$ cat config.mk
export PLATFORM = sky130hd
export DESIGN_NAME = spi_txn_seq
export DESIGN_NICKNAME = d
export VERILOG_FILES = /design/src/rtl/spi_txn_seq.sv
export SDC_FILE = /design/constraint.sdc
export NUM_CORES = 1
export LEC_CHECK = 0
export BUFFER_PORTS_ARGS = -buffer_cell sky130_fd_sc_hd__buf_4
export CORE_MARGIN = 4
export CORE_UTILIZATION = 48
export CTS_CLUSTER_SIZE = 30
export DETAILED_ROUTE_END_ITERATION = 16
export GPL_ROUTABILITY_DRIVEN = 1
export GPL_TIMING_DRIVEN = 0
export PLACE_DENSITY_LB_ADDON = 0.2
export SYNTH_ARGS = -nofsm -noshare
export SYNTH_HDL_FRONTEND = slang
export SYNTH_SLANG_ARGS = --single-unit
$ cat constraint.sdc
create_clock -name clk -period 6.5 [get_ports clk]
set_input_delay 1.3 -clock clk [delete_from_list [all_inputs] [get_ports clk]]
set_output_delay 1.3 -clock clk [all_outputs]
set_load 0.01 [all_outputs]
$ cat src/rtl/spi_txn_seq.sv
module spi_txn_seq #(
  parameter int NSEL = 4,
  parameter int LENW = 4,
  parameter int CNTW = 16,
  parameter int DLYW = 8
) (
  input  logic                 clk,
  input  logic                 rst_n,
  input  logic                 start,
  input  logic                 keep_sel,
  input  logic [NSEL-1:0]      sel_mask,
  input  logic [NSEL-1:0]      sel_pol,
  input  logic [LENW-1:0]      char_len,
  input  logic [CNTW-1:0]      tx_count,
  input  logic [CNTW-1:0]      rx_count,
  input  logic                 cpol,
  input  logic                 cpha,
  input  logic [DLYW-1:0]      pre_dly,
  input  logic [DLYW-1:0]      post_dly,
  input  logic [DLYW-1:0]      gap_dly,
  input  logic                 sclk_tick,
  input  logic                 tx_empty,
  input  logic [(1<<LENW)-1:0] tx_data,
  output logic                 tx_pop,
  output logic                 rx_push,
  output logic [(1<<LENW)-1:0] rx_data,
  output logic                 sclk,
  output logic                 mosi,
  input  logic                 miso,
  output logic [NSEL-1:0]      sel_out,
  output logic                 busy,
  output logic                 running,
  input  logic [2:0]           flag_clr,
  output logic                 done_flag,
  output logic                 ssa_flag,
  output logic                 ssd_flag
);
  localparam int CHW = 1 << LENW;
  localparam int HW = LENW + 1;
  localparam logic [LENW:0] FULL = (LENW+1)'(CHW);

  typedef enum logic [2:0] {S_IDLE, S_PRE, S_SHIFT, S_POST, S_GAP} state_t;
  state_t st;

  logic [DLYW-1:0] dcnt;
  logic [HW-1:0]   half;
  logic [CNTW-1:0] ci;
  logic [CHW-1:0]  txsr, rxsr;
  logic            ss_act, lvl;

  wire [LENW:0]   nbits     = (char_len == '0) ? FULL : {1'b0, char_len};
  wire [CNTW-1:0] nchar     = (tx_count > rx_count) ? tx_count : rx_count;
  wire [HW:0]     twob      = {nbits, 1'b0};
  wire            dly_end   = (dcnt == '0);
  wire            last_half = ({1'b0, half} == twob - 1'b1);
  wire            sample    = sclk_tick & (half[0] == cpha);
  wire            char_done = (st == S_SHIFT) & sclk_tick & last_half;
  wire [CNTW:0]   ci_n      = {1'b0, ci} + 1'b1;
  wire            more      = ci_n < {1'b0, nchar};
  wire            pre_go    = (st == S_PRE) & dly_end & (nchar != '0);
  wire            load      = pre_go | (char_done & more);
  wire [CNTW-1:0] next_idx  = pre_go ? '0 : ci_n[CNTW-1:0];
  wire            take      = load & (next_idx < tx_count) & ~tx_empty;
  wire [CHW-1:0]  rx_next   = sample ? {rxsr[CHW-2:0], miso} : rxsr;
  wire [LENW:0]   oidx      = (cpha && half != '0) ? (half - 1'b1) >> 1 : half >> 1;
  wire [CHW-1:0]  tx_view   = txsr << oidx;
  wire            post_end  = (st == S_POST) & dly_end;
  wire            ss_on     = ~ss_act & (((st == S_IDLE) & start) | ((st == S_GAP) & dly_end));
  wire            ss_off    = ss_act & ~keep_sel & (post_end | ((st == S_IDLE) & ~start));

  assign tx_pop  = take;
  assign mosi    = (st == S_SHIFT) & tx_view[CHW-1];
  assign sclk    = cpol ^ lvl;
  assign sel_out = ~(sel_pol ^ ({NSEL{ss_act}} & sel_mask));
  assign busy    = (st == S_PRE) | (st == S_SHIFT) | (st == S_POST);

  always_ff @(posedge clk or negedge rst_n) begin
    if (!rst_n) begin
      st <= S_IDLE; dcnt <= '0; half <= '0; ci <= '0;
      txsr <= '0; rxsr <= '0; ss_act <= 1'b0; lvl <= 1'b0;
      running <= 1'b0; rx_push <= 1'b0; rx_data <= '0;
      done_flag <= 1'b0; ssa_flag <= 1'b0; ssd_flag <= 1'b0;
    end else begin
      rx_push   <= 1'b0;
      ss_act    <= (ss_act | ss_on) & ~ss_off;
      done_flag <= (done_flag & ~flag_clr[0]) | post_end;
      ssa_flag  <= (ssa_flag & ~flag_clr[1]) | ss_on;
      ssd_flag  <= (ssd_flag & ~flag_clr[2]) | ss_off;
      case (st)
        S_IDLE: if (start) begin
          st <= S_PRE; dcnt <= pre_dly - 1'b1; running <= 1'b1;
        end
        S_PRE: if (dly_end) begin
          if (nchar != '0) st <= S_SHIFT;
          else begin st <= S_POST; dcnt <= post_dly - 1'b1; end
        end else dcnt <= dcnt - 1'b1;
        S_SHIFT: if (sclk_tick) begin
          lvl  <= ~lvl;
          half <= half + 1'b1;
          rxsr <= rx_next;
          if (last_half) begin
            if (ci < rx_count) begin rx_push <= 1'b1; rx_data <= rx_next; end
            if (!more) begin st <= S_POST; dcnt <= post_dly - 1'b1; end
          end
        end
        S_POST: if (dly_end) begin
          if (!tx_empty) begin st <= S_GAP; dcnt <= gap_dly - 1'b1; end
          else begin st <= S_IDLE; running <= 1'b0; end
        end else dcnt <= dcnt - 1'b1;
        S_GAP: if (dly_end) begin
          st <= S_PRE; dcnt <= pre_dly - 1'b1;
        end else dcnt <= dcnt - 1'b1;
        default: st <= S_IDLE;
      endcase
      if (load) begin
        txsr <= take ? tx_data << (FULL - nbits) : '0;
        rxsr <= '0;
        half <= '0;
        ci   <= next_idx;
      end
    end
  end

  assert_sclk_idle_R11: assert property (@(posedge clk) disable iff (!rst_n)
    !busy |-> sclk == cpol);
  assert_done_on_busy_fall_R10: assert property (@(posedge clk) disable iff (!rst_n)
    $fell(busy) |-> done_flag);
  assert_run_clear_idle_R1: assert property (@(posedge clk) disable iff (!rst_n)
    $fell(running) |-> !busy);
  assert_push_in_txn_R8: assert property (@(posedge clk) disable iff (!rst_n)
    rx_push |-> busy);
  assert_pop_in_txn_R8: assert property (@(posedge clk) disable iff (!rst_n)
    tx_pop |-> busy);
  assert_ssa_starts_txn_R10: assert property (@(posedge clk) disable iff (!rst_n)
    $rose(ssa_flag) |-> busy);
endmodule

==> impl_metrics.toml, run 1 <==
[floorplanning]
initial_core_util_pct = 49.60
io_pins = 125
fp.dieH_um = 134.0
die_x_um = 134.0
die_area_um2 = 17960
coreArea_um2 = 15370
rows = 45

[synth]
yosysWarnings = 0
synthAdderAreaFrac_pct = 11.32
synth_seq_cells = 87
synth_xor_area_share_pct = 6.663
synth_edf_count = 0
avgSynthCellArea_um2 = 8.378
synthArstFlopShare_pct = 100.0
ys_top_cells_by_count = "nand2_1, dfrtp_1, a21oi_1"
synth_nets = 1075
syn-cell-area_um2 = 7624
synthSimpleGateAreaFrac_pct = 21.25
syn_inst = 910
synth_compound_area_share_pct = 17.89
synth_top_family_by_area = "simple AND/OR/NAND/NOR gates"
synth_top_area_cell = "dfrtp_1"
synthDistinctLibCells = 70
yosysSeqAreaShare_pct = 28.56
yosys_most_used_dff = "dfrtp_1"
synth_top_area_share_pct = 28.56
yosysMostFrequentCell = "nand2_1"
synthMuxAreaShare_pct = 8.879
synth_area_leaders = "dfrtp_1, ha_1, mux2i_1"

[cells_and_area]
n_antenna_cell = 0
instances_no_fill = 1274
multi_input_area_um2 = 5229
syn_to_final_growth_pct = 25.26
postLayoutCellArea_um2 = 9549
design.final.nets = 1223
utilization_pct = 62.12
fillers = 1391
drive_gt1_share_pct = 21.64
seqCellArea_um2 = 2177

[min_path]
hold_class = "reg -> reg"
hold_path_depth = 2

[grt]
antenna_found_initial = 0
grt_pass1_vias = 6842
grt_max_degree = 88
grt_pass1_wl_mm = 33.60
overflow = 0
grt_use_total_pct = 22.56

[detailed_routing]
wirelength_mm = 20.85
routed_via_density = 5.618
drt_iter0_markers = 433
ant_nets = 0
drt-pass1-iter-count = 7
vias = 7157
wl_per_cell_um = 16.37
drc_errors = 0

[timing]
worst_slew_pin_slew_ns = 1.094
setup_tns_ns = 0
rsz0062_at_grt = "true"
fin_crit_sh_pct = 99.37
maxSlewHeadroom_pct = 27.08
fmax_mhz = 154.8
finClkSkew_ns = 0.01208
holdWs_ns = 0.4875
period_minus_slack_ns = 6.459
drv_slew = 0
hold_violations = 0
setup_viol = 0

[placement]
dpl.cell_count = 1245
hpwl_mm = 16.05
gp_congestion = 0.9122
numPortBuffers = 124
placed_area_um2 = 8818

[clocking]
numCtsBuffers = 9
clk_path_buf_depth = 2
cts_tree = "done"
path_clk_slew_ns = 0.07
cts.htree.levels = 3
cts_root_buf = "clkbuf_16"
cts_hold_buf = 0
worstSkewPairLatency_ns = 0.34
cts.sinks = 87

[pwr]
power_per_cell_area_nw_per_um2 = 192.4
seq_power_share_pct = 36.2
irDropWorstVdd_mv = 0.1965
clkPwrFrac_pct = 29.6
leakage_nw = 4.569
switchingPower_w = 0.0006172
p_int_w = 0.001220
pwr-share-comb_pct = 34.2
sw_frac_of_total_pct = 33.60

[worst_setup_path]
cp.arrival_ns = 5.16
worstPathRequired_ns = 5.20
cp-start-kind = "input pin"
crit_fanout = 6
crit_type = "in -> out"
endpoint_kind = "primary output"
rr_worst_depth = 22

[outcome]
status = "finished clean"

[run]
drv_cap = 0
cell type report:
cell class,count,area share (%)
Buffer,43,2.581
Clock buffer,9,2.358
Clock inverter,7,0.9041
Inverter,58,2.463
Multi-Input combinational cell,722,54.76
Sequential cell,87,22.80
Tap cell,211,2.765
Timing Repair Buffer,137,11.37
flip-flops by register name (all words and copies together) (netlist names):
signal and cells:
ci 16, dcnt 8, done_flag 1, half 5
lvl 1, running 1, rx_data 16, rx_push 1
rxsr 16, ss_act 1, ssa_flag 1, ssd_flag 1
st 3, txsr 16
critical path: stages:
cell and delay, ns:
buf_8 0.09, inv_4 0.04, ha_4 0.25, nand4_1 0.12, or3_4 0.44, a211o_1 0.35
and3_4 0.22, a21oi_4 0.22, nand3_4 0.16, buf_8 0.19, buf_4 0.15, and2_1 0.14
ha_1 0.27, nand2_1 0.10, nor2_1 0.06, a211oi_1 0.23, o21ai_1 0.09, or4b_4 0.53
nor2_4 0.12, buf_6 0.11
timing repair:
action	in CTS	in global routing
resized for setup	40	43
buffers inserted	11	2
pin swaps	10	18
setup endpoints to repair	17	1
hold endpoints to repair	0	0
worst paths after layout:
path / endpoint / slack, ns / start
max: tx_pop / 0.04 / rx_count[15]
min: rx_data[12]$_DFFE_PN0P_ / 0.49 / rx_data[12]$_DFFE_PN0P_
max reg2reg: txsr[13]$_DFFE_PN0N_ / 0.99 / dcnt[0]$_DFFE_PN0P_
min reg2reg: rx_data[12]$_DFFE_PN0P_ / 0.49 / rx_data[12]$_DFFE_PN0P_
max in group asynchronous: txsr[11]$_DFFE_PN0N_ / 4.64 / rst_n
min in group asynchronous: dcnt[1]$_DFFE_PN0P_ / 1.16 / rst_n
layout by cell type (no fill, tap or decap), drive strengths merged, types with 18 or more instances in the layout:
cell	count
ha	69
xnor2	27
xor2	31
a21oi	70
buf	148
inv	62
nand2	95
dfrtp	87
clkbuf	41
and2	24
nand3	38
mux2i	44
nand4	18
nor2	68
o21ai	62
power groups by stage:
stage	Sequential (W)	Combinational (W)	Clock, W
4_1_cts	0.000663	0.000623	0.000554
2_1_floorplan	0.000658	0.000416	0
3_3_place_gp	0.000670	0.000593	0
3_5_place_dp	0.000672	0.000604	0
5_1_grt	0.000671	0.000706	0.000579
6_report	0.000664	0.000629	0.000544
cell families (layout without fill, tap and decap cells):
kind of cell | Yosys count | count (layout)
buffers and inverters | 101 | 254
DFF | 87 | 87
and+or+nand+nor | 322 | 322
adders and majority gates | 69 | 69
muxes | 60 | 60
AOI/OAI and AO/OA | 213 | 213
xor gates and xnor gates | 58 | 58
per-layer routing:
| layer | GRT usage, % | share of wire [%] | wire, um |
|---|---|---|---|
| met5 | 0 | 0 | 0 |
| met4 | 6.391 | 1.9 | 402 |
| met3 | 3.376 | 5.8 | 1211 |
| met2 | 35.99 | 45 | 9349 |
| met1 | 32.03 | 47 | 9885 |
through the flow:
stage | total power [W] | worst slack [ns]
6_report | 0.001837 | 0.04079
5_1_grt | 0.001956 | -0.09974
4_1_cts | 0.001840 | 0.008690
3_5_place_dp | 0.001277 | -1.062
3_3_place_gp | 0.001263 | -1.004
2_1_floorplan | 0.001075 | 0.1991
No activity file was read; power rests on OpenSTA's default activity.
==> inputs of run 2 (changes only) <==
ABC_AREA = 1   (was not set)
==> run 2 against run 1 <==
Effect of this change:
- clock skew is 0.00072 ns higher
- core utilization is 3.5 points lower
- sequential power is 17% lower
- register-to-register slack better by 1.3 ns
- hold slack worse by 0.0083 ns
- synthesized area is 1.5% higher
- sequential cell count stayed put
- critical endpoint unchanged
- largest cell class unchanged
- highest routed layer unchanged
==> impl_metrics.toml, run 2 <==
[clocking]
cts.htree.levels = 3
cts_root_buf = "clkbuf_16"
path_clk_slew_ns = 0.06
cts_tree = "done"
worstSkewPairLatency_ns = 0.35
clk_path_buf_depth = 2
cts.sinks = 87
numCtsBuffers = 9
cts_hold_buf = 0

[timing]
finClkSkew_ns = 0.01279
rsz0062_at_grt = "false"
hold_violations = 0
drv_slew = 0
setup_viol = 0
fmax_mhz = 160.9
period_minus_slack_ns = 6.215
worst_slew_pin_slew_ns = 1.108
fin_crit_sh_pct = 95.62
holdWs_ns = 0.4792
maxSlewHeadroom_pct = 26.11

[detailed_routing]
drt_iter0_markers = 537
drt-pass1-iter-count = 5
wl_per_cell_um = 13.58
vias = 7791
ant_nets = 0
wirelength_mm = 20.57
routed_via_density = 5.143
drc_errors = 0

[min_path]
hp-start = "txsr[12]$_DFFE_PN0N_"
hold_class = "reg -> reg"

[pwr]
p_int_w = 0.0009296
leakage_nw = 5.240
switchingPower_w = 0.0003929
power_per_cell_area_nw_per_um2 = 142.5
clkPwrFrac_pct = 36.4
seq_power_share_pct = 41.7
pwr-share-comb_pct = 21.9
sw_frac_of_total_pct = 29.71
irDropWorstVdd_mv = 0.1622

[worst_setup_path]
crit_top_cell = "nand2_1"
crit_type = "in -> out"
cp.arrival_ns = 4.92
worstPathRequired_ns = 5.20
reg2reg_from = "ci[2]$_DFFE_PN0N_"
startpoint = "rx_count[7]"
worst-path-buf-inv = 6
slowest_stage = "nor3_1"
cp_top_family = "simple AND/OR/NAND/NOR gates"
slowest_delay_ns = 0.38
endpoint_kind = "primary output"
crit_fanout = 10
r2r_setup_slack_ns = 2.31
cp-start-kind = "input pin"

[floorplanning]
io_pins = 125
die_area_um2 = 18220
fp.dieH_um = 135.0
initial_core_util_pct = 48.91
die_x_um = 135.0
rows = 46
coreArea_um2 = 15830

[cells_and_area]
drive_gt1_share_pct = 14.09
seqCellArea_um2 = 2177
most-common-layout-cells = "nand2_1, inv_1, buf_4, o21ai_0, nor2_1"
syn_to_final_growth_pct = 19.86
design.final.nets = 1459
layout_commonest_cell = "nand2_1"
n_antenna_cell = 0
fillers = 1552
instances_no_fill = 1515
multi_input_area_um2 = 4750

[grt]
grt_max_degree = 88
overflow = 0
antenna_found_initial = 0
grt_use_total_pct = 22.92
grt_pass1_wl_mm = 34.20
grt_pass1_vias = 7506

[synth]
synth_top_area_share_pct = 28.12
yosysMostFrequentCell = "nand2_1"
ys_top_cells_by_count = "nand2_1, inv_1, o21ai_0"
yosysWarnings = 0
synth_area_leaders = "dfrtp_1, nand2_1, ha_1"
synthDistinctLibCells = 50
yosys_most_used_dff = "dfrtp_1"
synth_seq_cells = 87
synthArstFlopShare_pct = 100.0
synth_edf_count = 0
syn_inst = 1156
syn-cell-area_um2 = 7741
avgSynthCellArea_um2 = 6.697
synth_top_area_cell = "dfrtp_1"
synth_nets = 1321
yosysSeqAreaShare_pct = 28.12

[outcome]
status = "finished clean"

[placement]
hpwl_mm = 16.68
dpl.cell_count = 1496
numPortBuffers = 124
gp_congestion = 0.9107

[run]
drv_cap = 0
[run 2: cell types whose count changed after synthesis, moves of 30 or more]
| cell | before | now |
|---|---|---|
| a21oi_1 | 70 | 35 |
| o21ai_0 | 61 | 91 |
| nand2_1 | 95 | 314 |
| mux2i_1 | 44 | 13 |
| nand3_1 | 36 | 80 |
| inv_1 | 58 | 187 |
[run 2: worst register-to-register path, cell delays in order, from the launching register on]
cell	delay, ns
dfrtp_1	0.43
inv_1	0.08
nor3_1	0.19
inv_1	0.07
nor2_1	0.08
inv_1	0.08
nor3_1	0.17
inv_1	0.09
nor2_1	0.21
nand3_1	0.13
nor4_1	0.26
xor2_1	0.22
inv_1	0.07
ha_1	0.29
nand4_1	0.13
or2_2	0.32
nor2_1	0.09
nand2_1	0.12
nand4_4	0.20
nand2_2	0.10
inv_2	0.16
clkbuf_1	0.40
nand3_1	0.12
o21ai_0	0.10
[run 2: final timing paths]
check | endpoint | cells past startpoint
setup / recovery | tx_pop | 26
hold / removal | txsr[12]$_DFFE_PN0N_ | 2
setup reg to reg | rxsr[3]$_DFFE_PN0P_ | 23
hold reg to reg | txsr[12]$_DFFE_PN0N_ | 2
max in group asynchronous | txsr[9]$_DFFE_PN0N_ | 1
min in group asynchronous | ci[15]$_DFFE_PN0N_ | 1
[run 2: layout make-up]
type,count,area share [%]
timing repair buffer,127,10.28
multi-input combinational,848,51.19
clock buffer,11,2.508
inverter,191,7.754
tap,216,2.913
clock inverter,5,0.4450
sequential,87,23.46
buffer,30,1.456
[run 2: per-layer routing]
metal	GRT usage, %	vias to the layer above	share of wire, %
li1	-	4044	-
met1	29.61	3544	45
met2	39.05	169	48
met3	4.434	34	4.7
met4	6.887	0	2.3
met5	0	-	0
[run 2: logic make-up after synthesis]
logic type / share of synthesized area, %
AO/OA/AOI/OAI: 13.64
XOR/XNOR: 4.526
adder cells (fa/ha/maj): 11.15
buffers and inverters: 10.97
flip-flops: 28.12
multiplexers: 1.681
AND/OR/NAND/NOR: 29.90
[run 2: what timing repair did]
action	CTS	global route
gates resized for setup	3	13
cloned	0	0
setup buffers	0	3
setup endpoints to repair	1	1
pin swaps	0	2
[run 2: power groups by stage]
stage | Combinational [W] | Sequential (W) | Clock [W]
after floorplan | 0.000172 | 0.000561 | 0
after global placement | 0.000284 | 0.000562 | 0
after detailed placement | 0.000288 | 0.000562 | 0
after CTS | 0.000290 | 0.000552 | 0.000494
after global routing | 0.000334 | 0.000552 | 0.000519
final | 0.000290 | 0.000552 | 0.000481
[run 2: stage by stage]
stage                     total power (W)  TNS, ns  cell area (um2)  utilization (%)  worst slack (ns)
after detailed placement        0.0008495  -0.1475             8942            56.50           -0.1475
after global placement          0.0008461  -0.1468             8942            56.50           -0.1468
final                            0.001323        0             9279            58.62            0.2845
after CTS                        0.001335        0             9220            58.25           0.06116
after floorplan                 0.0007331        0             7741                -            0.8829
after global routing             0.001405        0             9279            58.62           0.01242
==> inputs of run 3 (changes only) <==
CTS_BUF_LIST = sky130_fd_sc_hd__clkbuf_8   (was not set)
==> run 3 against run 2 <==
Effect of this change:
- via count decreased by 0.42%
- wire length decreased by 0.39%
- non-clock buffer count unchanged
- critical path type unchanged
==> impl_metrics.toml, run 3 (synthesis gave the netlist of run 2 again) <==
[outcome]
status = "finished clean"

[timing]
rsz0062_at_grt = "false"
fmax_mhz = 160.6
worst_slew_pin_slew_ns = 1.129
maxSlewHeadroom_pct = 24.75
period_minus_slack_ns = 6.225
drv_slew = 0
hold_violations = 0
setup_tns_ns = 0
setup_viol = 0
fin_crit_sh_pct = 95.77
fin_ws_ns = 0.2752
finClkSkew_ns = 0.01662

[grt]
antenna_found_initial = 0
grt_pass1_vias = 7489
grt_max_degree = 88
grt_pass1_wl_mm = 34.05
overflow = 0
grt_use_total_pct = 22.80

[floorplanning]
initial_core_util_pct = 48.91
die_x_um = 135.0
rows = 46
coreArea_um2 = 15830
die_area_um2 = 18220
fp.dieH_um = 135.0
io_pins = 125

[placement]
gp_congestion = 0.9107
numPortBuffers = 124
hpwl_mm = 16.68
pre_cts_ws_ns = -0.1475
dpl.cell_count = 1496

[worst_setup_path]
cp-start-kind = "input pin"
worstPathRequired_ns = 5.20
crit_fanout = 10
cp.arrival_ns = 4.92
crit_type = "in -> out"
endpoint_kind = "primary output"

[detailed_routing]
drt-pass1-iter-count = 5
drt_iter0_markers = 522
vias = 7758
drc_errors = 0
wirelength_mm = 20.49
ant_nets = 0
routed_via_density = 5.121
wl_per_cell_um = 13.52

[pwr]
power_per_cell_area_nw_per_um2 = 129.1
irDropWorstVdd_mv = 0.1176
leakage_nw = 5.202

[clocking]
clk_path_buf_depth = 2
cts_hold_buf = 0
path_clk_slew_ns = 0.08
cts_root_buf = "clkbuf_8"
cts.htree.levels = 3
worstSkewPairLatency_ns = 0.38
cts.sinks = 87
cts_tree = "done"
numCtsBuffers = 9

[cells_and_area]
design.final.nets = 1459
n_antenna_cell = 0
layout_commonest_cell = "nand2_1"
most-common-layout-cells = "nand2_1, inv_1, buf_4, o21ai_0, nor2_1"
instances_no_fill = 1515
syn_to_final_growth_pct = 18.56
drive_gt1_share_pct = 14.09

[min_path]
hold_class = "reg -> reg"

[run]
drv_cap = 0
[run 3: cell types whose count changed in the layout (fill, tap and decap cells not counted)]
cell	previous run	this run
clkbuf_1	21	19
clkbuf_16	9	0
clkbuf_8	0	9
inv_1	187	189
[run 3: layout make-up]
type | instances | area [um2]
repair buffers | 127 | 953.4
well taps | 216 | 270.3
clock buffers | 9 | 123.9
inverters | 191 | 719.4
flip-flops and latches | 87 | 2177
plain buffers | 30 | 135.1
clock inverters | 7 | 48.80
fillers | 1566 | 6650
multi-input cells | 848 | 4750
[run 3: report_power, final]
part	switching [W]	internal, W	total [W]
logic	0.000171	0.000118	0.000290
clock network	0.000204	0.000140	0.000344
registers	0.00000375	0.000547	0.000551
total	0.000379	0.000806	0.00118
[run 3: what timing repair did]
item,CTS,global route
endpoints found under the setup margin,1,1
gates resized for setup,3,13
pin swaps,0,2
setup buffers,0,3
[run 3: metrics by stage]
step | util [%] | power, W | hold slack (ns) | instance area [um2]
5_1_grt | 57.98 | 0.001264 | 0.5011 | 9178
2_1_floorplan | - | 0.0007331 | 0.4484 | 7741
3_5_place_dp | 56.50 | 0.0008495 | 0.4652 | 8942
3_3_place_gp | 56.50 | 0.0008461 | 0.4627 | 8942
4_1_cts | 57.61 | 0.001197 | 0.4881 | 9119
6_report | 57.98 | 0.001184 | 0.4849 | 9178
[run 3: worst paths after layout]
path | from | endpoint | slack (ns) | cells after the start
worst max-delay path | rx_count[11] | tx_pop | 0.28 | 24
worst min-delay path | txsr[10]$_DFFE_PN0N_ | txsr[10]$_DFFE_PN0N_ | 0.48 | 2
worst max register to register | ci[2]$_DFFE_PN0N_ | rxsr[1]$_DFFE_PN0P_ | 2.31 | 23
worst min register to register | txsr[10]$_DFFE_PN0N_ | txsr[10]$_DFFE_PN0N_ | 0.48 | 2
max in group asynchronous | rst_n | txsr[12]$_DFFE_PN0N_ | 4.64 | 1
min in group asynchronous | rst_n | ci[15]$_DFFE_PN0N_ | 1.11 | 1
[run 3: metal layers]
| layer | routed length (um) | GRT usage (%) | vias to the layer above |
|---|---|---|---|
| met5 | 0 | 0 | - |
| li1 | - | - | 4042 |
| met3 | 1045 | 4.210 | 35 |
| met2 | 9821 | 38.63 | 175 |
| met1 | 9161 | 29.54 | 3506 |
| met4 | 461 | 7.391 | 0 |
[run 3: critical path: stages]
cell	delay, ns
buf_4	0.09
inv_1	0.07
ha_1	0.32
nand4_1	0.13
nor3_2	0.21
nand2_1	0.10
nand2_2	0.15
clkbuf_2	0.25
nand3_1	0.09
nand2_1	0.14
nor2_1	0.05
nand2_1	0.06
nor2_1	0.04
nand2_1	0.19
nand3_2	0.18
inv_4	0.18
nor2_1	0.08
ha_1	0.29
nand2_1	0.05
inv_1	0.10
nand3_1	0.09
nor3_1	0.38
a21oi_1	0.19
buf_4	0.18
